[config.mk]
export PLATFORM = sky130hd
export DESIGN_NAME = lsclk_select
export DESIGN_NICKNAME = d
export VERILOG_FILES = /design/src/rtl/lsclk_pkg.sv /design/src/rtl/lsclk_regs.sv /design/src/rtl/lsclk_edge_sync.sv /design/src/rtl/lsclk_int_div.sv /design/src/rtl/lsclk_select.sv
export SDC_FILE = /design/constraint.sdc
export NUM_CORES = 1
export LEC_CHECK = 0
export CAP_MARGIN = 20
export CORE_MARGIN = 2
export CORE_UTILIZATION = 39
export DETAILED_ROUTE_END_ITERATION = 8
export PLACE_DENSITY = 0.79
export SKIP_CTS_REPAIR_TIMING = 1
export SYNTH_ARGS = -nofsm -noshare
export SYNTH_HDL_FRONTEND = slang
export SYNTH_HIERARCHICAL = 1
export SYNTH_SLANG_ARGS = --single-unit
[constraint.sdc]
create_clock -name clk -period 3.7 [get_ports clk]
set_clock_uncertainty 0.1 [all_clocks]
set_input_delay 0.37 -clock clk [delete_from_list [all_inputs] [get_ports clk]]
set_output_delay 0.37 -clock clk [all_outputs]
set_load 0.005 [all_outputs]
[src/rtl/lsclk_pkg.sv]
package lsclk_pkg;

    localparam logic [15:0] UNLOCK_KEY = 16'h16AA;

    localparam int          OFS_W    = 8;
    localparam logic [7:0]  OFS_CTRL = 8'h00;
    localparam logic [7:0]  OFS_DIV  = 8'h08;
    localparam logic [7:0]  OFS_GATE = 8'h60;

    localparam int SEL_POS = 0;
    localparam int XEN_POS = 4;
    localparam int BYP_POS = 15;

    typedef enum logic {
        SRC_RC   = 1'b0,
        SRC_XTAL = 1'b1
    } src_e;

    typedef struct packed {
        logic bypass;
        logic xosc_on;
        src_e src;
    } ctrl_t;

    function automatic logic key_match(input logic [31:0] d);
        return d[31:16] == UNLOCK_KEY;
    endfunction

    function automatic ctrl_t ctrl_unpack(input logic [31:0] d);
        ctrl_t c;
        c.bypass  = d[BYP_POS];
        c.xosc_on = d[XEN_POS];
        c.src     = src_e'(d[SEL_POS]);
        return c;
    endfunction

    function automatic logic [31:0] ctrl_pack(input ctrl_t c);
        logic [31:0] w;
        w          = '0;
        w[BYP_POS] = c.bypass;
        w[XEN_POS] = c.xosc_on;
        w[SEL_POS] = c.src;
        return w;
    endfunction

endpackage

[src/rtl/lsclk_regs.sv]
module lsclk_regs
    import lsclk_pkg::*;
#(
    parameter int DIV_W = 5
) (
    input  logic              clk,
    input  logic              rst,
    input  logic              wr_en,
    input  logic [OFS_W-1:0]  wr_addr,
    input  logic [31:0]       wr_data,
    input  logic [OFS_W-1:0]  rd_addr,
    output logic [31:0]       rd_data,
    output ctrl_t             ctrl,
    output logic [DIV_W-1:0]  div_sel,
    output logic              gate_en
);

    always_ff @(posedge clk) begin
        if (rst) begin
            ctrl    <= '0;
            div_sel <= '0;
            gate_en <= 1'b0;
        end else if (wr_en) begin
            unique case (wr_addr)
                OFS_CTRL: if (key_match(wr_data)) ctrl <= ctrl_unpack(wr_data);
                OFS_DIV:  div_sel <= wr_data[DIV_W-1:0];
                OFS_GATE: gate_en <= wr_data[0];
                default:  ;
            endcase
        end
    end

    always_comb begin
        unique case (rd_addr)
            OFS_CTRL: rd_data = ctrl_pack(ctrl);
            OFS_DIV:  rd_data = {{(32-DIV_W){1'b0}}, div_sel};
            OFS_GATE: rd_data = {31'b0, gate_en};
            default:  rd_data = '0;
        endcase
    end

endmodule

[src/rtl/lsclk_edge_sync.sv]
module lsclk_edge_sync #(
    parameter int STAGES = 2
) (
    input  logic clk,
    input  logic rst,
    input  logic din,
    output logic lvl,
    output logic rise
);

    logic [STAGES-1:0] chain;
    logic              prev;

    always_ff @(posedge clk) begin
        if (rst) begin
            chain <= '0;
            prev  <= 1'b0;
        end else begin
            chain <= {chain[STAGES-2:0], din};
            prev  <= chain[STAGES-1];
        end
    end

    assign lvl  = chain[STAGES-1];
    assign rise = chain[STAGES-1] & ~prev;

endmodule

[src/rtl/lsclk_int_div.sv]
module lsclk_int_div #(
    parameter int FIX_DIV = 32,
    parameter int DIV_W   = 5
) (
    input  logic             clk,
    input  logic             rst,
    input  logic             rc_rise,
    input  logic [DIV_W-1:0] div_sel,
    output logic             wrap,
    output logic             lvl
);

    localparam int CNT_W = (FIX_DIV > 2) ? $clog2(FIX_DIV) : 1;
    localparam logic [CNT_W-1:0] FIX_LAST = CNT_W'(FIX_DIV - 1);
    localparam logic [CNT_W-1:0] FIX_HALF = CNT_W'(FIX_DIV / 2 - 1);

    logic [CNT_W-1:0] fix_cnt;
    logic [DIV_W-1:0] pre_cnt;
    logic             fix_last;
    logic             pre_last;

    assign fix_last = (fix_cnt == FIX_LAST);
    assign pre_last = (pre_cnt >= div_sel);
    assign wrap     = rc_rise & fix_last & pre_last;

    always_ff @(posedge clk) begin
        if (rst) begin
            fix_cnt <= '0;
            pre_cnt <= '0;
            lvl     <= 1'b0;
        end else if (rc_rise) begin
            fix_cnt <= fix_last ? '0 : fix_cnt + 1'b1;
            if (fix_last) pre_cnt <= pre_last ? '0 : pre_cnt + 1'b1;
            if (wrap)
                lvl <= 1'b1;
            else if (fix_cnt == FIX_HALF)
                lvl <= 1'b0;
        end
    end

endmodule

[src/rtl/lsclk_select.sv]
module lsclk_select
    import lsclk_pkg::*;
#(
    parameter int FIX_DIV     = 32,
    parameter int DIV_W       = 5,
    parameter int SYNC_STAGES = 2
) (
    input  logic        clk,
    input  logic        rst,
    input  logic        wr_en,
    input  logic [7:0]  wr_addr,
    input  logic [31:0] wr_data,
    input  logic [7:0]  rd_addr,
    output logic [31:0] rd_data,
    input  logic        rc_osc,
    input  logic        xtal_osc,
    output logic        tick,
    output logic        lsclk_out,
    output logic        xosc_en,
    output logic        fallback_byp
);

    localparam int NSRC = 2;

    ctrl_t            ctrl;
    logic [DIV_W-1:0] div_sel;
    logic             gate_en;
    logic [NSRC-1:0]  raw_in;
    logic [NSRC-1:0]  s_lvl;
    logic [NSRC-1:0]  s_rise;
    logic             int_wrap;
    logic             int_lvl;
    logic             sel_tick;
    logic             sel_lvl;

    lsclk_regs #(.DIV_W(DIV_W)) u_regs (
        .clk     (clk),
        .rst     (rst),
        .wr_en   (wr_en),
        .wr_addr (wr_addr),
        .wr_data (wr_data),
        .rd_addr (rd_addr),
        .rd_data (rd_data),
        .ctrl    (ctrl),
        .div_sel (div_sel),
        .gate_en (gate_en)
    );

    assign raw_in[SRC_RC]   = rc_osc;
    assign raw_in[SRC_XTAL] = xtal_osc;

    for (genvar g = 0; g < NSRC; g++) begin : g_sync
        lsclk_edge_sync #(.STAGES(SYNC_STAGES)) u_sync (
            .clk  (clk),
            .rst  (rst),
            .din  (raw_in[g]),
            .lvl  (s_lvl[g]),
            .rise (s_rise[g])
        );
    end

    lsclk_int_div #(.FIX_DIV(FIX_DIV), .DIV_W(DIV_W)) u_div (
        .clk     (clk),
        .rst     (rst),
        .rc_rise (s_rise[SRC_RC]),
        .div_sel (div_sel),
        .wrap    (int_wrap),
        .lvl     (int_lvl)
    );

    always_comb begin
        if (ctrl.src == SRC_XTAL) begin
            sel_tick = s_rise[SRC_XTAL];
            sel_lvl  = s_lvl[SRC_XTAL];
        end else begin
            sel_tick = int_wrap;
            sel_lvl  = int_lvl;
        end
    end

    always_ff @(posedge clk) begin
        if (rst) begin
            tick      <= 1'b0;
            lsclk_out <= 1'b0;
        end else begin
            tick      <= sel_tick;
            lsclk_out <= gate_en & sel_lvl;
        end
    end

    assign xosc_en      = ctrl.xosc_on;
    assign fallback_byp = ctrl.bypass;

endmodule

==> results.md <==
- Global-route total usage across every layer: 0.1387
- Final Hold Viols: 0
- Post-DP Area: approximately 2200 um^2
- Number of H-tree levels: 1
- Pin count of the biggest net entering global routing: 30
- Number of synthesized register bits: 28
- Diode insertion count for antenna repair: 0
- Leading register cell type out of synthesis: sky130_fd_sc_hd__dfxtp_1
- Fin crit share: 0.6903
- Floorplan die area: slightly below 5000 um^2
- Post-synthesis cell type with the largest combined area: sky130_fd_sc_hd__dfxtp_1
- Via count of the first global-routing pass: roughly 1300
- DRC violation count after routing: 0
- Cell with the most instances after synthesis: sky130_fd_sc_hd__dfxtp_1
- Synthesized netlist cell count: roughly 190
- Worst vdd rail ir drop: around 0.27 mV
- Transition time of the tightest slew-check pin: ~0.92 ns
- Vias: 1419
- Initial antenna violation count: 0
- Area of the core region: about 4300 um^2
- Yosys warns: 6
- Post-synthesis to final-layout area growth: 31.38%
- Bufs on Longest Clock Path: 2
- Cell leakage power: around 0.90 nW
- Area of the mapped netlist: about 1700 um^2
- Setup repair after global routing missed its margin: no
- Mean Syn Cell Area: slightly below 9 um^2
- Number of slew-limit violations in the final report: 0
- Number of buffers created by CTS: 3
- Num Clock Sinks: 28
- Synth top cells by count: 28 x sky130_fd_sc_hd__dfxtp_1, 27 x sky130_fd_sc_hd__buf_4, 15 x sky130_fd_sc_hd__nor2_1
- Starting Density: 0.3983
- Routed wire per std cell: around 12 um
- Setup TNS after final layout: 0 ns
- Clock tree root buffer cell: sky130_fd_sc_hd__clkbuf_8
- Series of cell instances along the critical path: clkdlybuf4s50_1, nor3_1, nand2_1, nor3_1, and3b_2, clkdlybuf4s50_1
- Routability Congestion: between 0.8 and 0.9
- Relative max-transition margin: 0.3868
- Number of different library cells in the post-synthesis netlist: 44
- Setup crit start kind: input port
- Class of the tightest hold or removal check: reg2reg
- Routed via count divided by cell count: 4.810
- Clock tree from TritonCTS: yes
- Fraction of final layout cells sized beyond drive strength 1: 0.08230
- Crit. End Element: primary output
- Vert. Die Dim: 70.23 um
- Share of the synthesized area in the top cell type: 0.3277
- Final-stage net count: between 300 and 400
- Run status: completed
- I/O pins: 89
- EDFF count, synth: 0
- Initial detailed-routing violation count: 38
- Final design instance area without fill: roughly 2200 um^2
- Antenna Nets Post-Route: 0
- Crit-path max cell delay: between 0.4 and 0.5 ns
- GRT overflow: 0
- Fmax: slightly below 400 MHz
- WL final: approximately 3.4 mm
- Critical path type: in2out
- Sequential area share after synthesis: 0.3277
- DIE WIDTH: roughly 70 um
- Post-detailed-placement half-perimeter wirelength: between 2 and 3 mm
- Ys async rst share: 0
- Total of max-cap violations: 0
- Number of optimization iterations in the first detailed-route pass: 4
- Wire length of the first global-routing pass: 5.685 mm
- Worst-skew pair later-pin latency: approximately 0.27 ns
- Slowest library cell on the worst path: sky130_fd_sc_hd__clkdlybuf4s50_1
- Shortest period the worst path allows: 2.554 ns
- Cell Rows: 24
- Worst path arrival time: ~2.1 ns
- Worst Path Max Fanout: 4
- Clock transition at path regs: 0.09 ns
- Count of port buffers added during placement: 52
- Cells taking the most area after synthesis: sky130_fd_sc_hd__dfxtp_1 33%, sky130_fd_sc_hd__buf_4 12%, sky130_fd_sc_hd__mux2i_1 8.2%
- Setup-failing EPs final: 0
- Endpoint required time on the critical path: about 3.2 ns
- Power density relative to cell area: about 270 nW/um^2
-- flip-flops by register name (all words and copies together), names as in the netlist --
register	flops
u_div/fix_cnt	5
u_div/pre_cnt	5
u_regs/div_sel	5
g_sync.u_sync/chain	4
u_regs/ctrl	3
g_sync.u_sync/prev	2
lsclk_out	1
tick	1
u_div/lvl	1
u_regs/gate_en	1
-- critical path: cells and delay by family --
family                 cells  cell delay (ns)
and+or+nand+nor            4             0.83
buffers and inverters      2             0.89
-- stage by stage --
| stage | worst slack (ns) | std cells | total power [W] | hold slack, ns | util |
|---|---|---|---|---|---|
| 2_1_floorplan | 1.926 | 217 | 0.0003573 | 0.3138 | - |
| 3_3_place_gp | 1.162 | 291 | 0.0003875 | 0.3165 | 0.5067 |
| 3_5_place_dp | 1.102 | 291 | 0.0003893 | 0.3324 | 0.5067 |
| 4_1_cts | 1.108 | 295 | 0.0006279 | 0.3551 | 0.5233 |
| 5_1_grt | 1.061 | 295 | 0.0006475 | 0.3590 | 0.5233 |
| 6_report | 1.146 | 295 | 0.0006179 | 0.3495 | 0.5233 |
-- logic make-up after synthesis --
family,after synthesis,share of synthesized area
and+or+nand+nor,77,0.2838
buffers and inverters,37,0.1404
DFF,28,0.3277
AOI/OAI and AO/OA,25,0.09290
muxes,14,0.08193
adders and majority gates,9,0.06584
other,1,0.002192
xor gates and xnor gates,1,0.005122
-- power breakdown --
group          leakage [nW]  internal, W  switching [W]   total, W
logic                 0.642    0.0000484      0.0000268  0.0000751
registers             0.227     0.000305     0.00000212   0.000307
clock network        0.0357     0.000145      0.0000908   0.000236
total                 0.904     0.000498       0.000120   0.000618
-- metal layers --
layer,global-route usage,routed length [um],vias up
li1,-,-,721
met1,0.1618,1470,647
met2,0.2568,1713,49
met3,0.02886,195,2
met4,0.03205,14,0
met5,0,0,-
-- cell type report --
type                       instances  area (um^2)
fill                             406         2047
multi-input combinational        152         1003
sequential                        28        560.5
timing repair buffer              52        520.5
tap                               52        65.06
clock buffer                       3        41.29
clock inverter                     1        30.03
inverter                           7        26.28
-- cell usage in the layout (no fill, tap or decap), types with 5 or more instances in the layout --
master / count
sky130_fd_sc_hd__nand2b_1: 7
sky130_fd_sc_hd__conb_1: 26
sky130_fd_sc_hd__nor3_1: 5
sky130_fd_sc_hd__nand2_1: 8
sky130_fd_sc_hd__nor2_1: 15
sky130_fd_sc_hd__a21oi_1: 11
sky130_fd_sc_hd__ha_1: 9
sky130_fd_sc_hd__inv_1: 6
sky130_fd_sc_hd__dfxtp_1: 28
sky130_fd_sc_hd__mux2i_1: 14
sky130_fd_sc_hd__nor2b_1: 7
sky130_fd_sc_hd__clkdlybuf4s50_1: 52
sky130_fd_sc_hd__nand3_1: 5
-- path summary, 6_finish.rpt --
check / startpoint / end / slack [ns] / cells after the start
setup reg to reg: u_div/fix_cnt[0] / u_div/pre_cnt[4] / 1.71 / 7
hold reg to reg: g_sync[1].u_sync/chain[0] / g_sync[1].u_sync/chain[1] / 0.35 / 1
hold / removal: g_sync[1].u_sync/chain[0] / g_sync[1].u_sync/chain[1] / 0.35 / 1
setup / recovery: rd_addr[1] / rd_data[15] / 1.15 / 6
(Power assumes the default switching activity.)
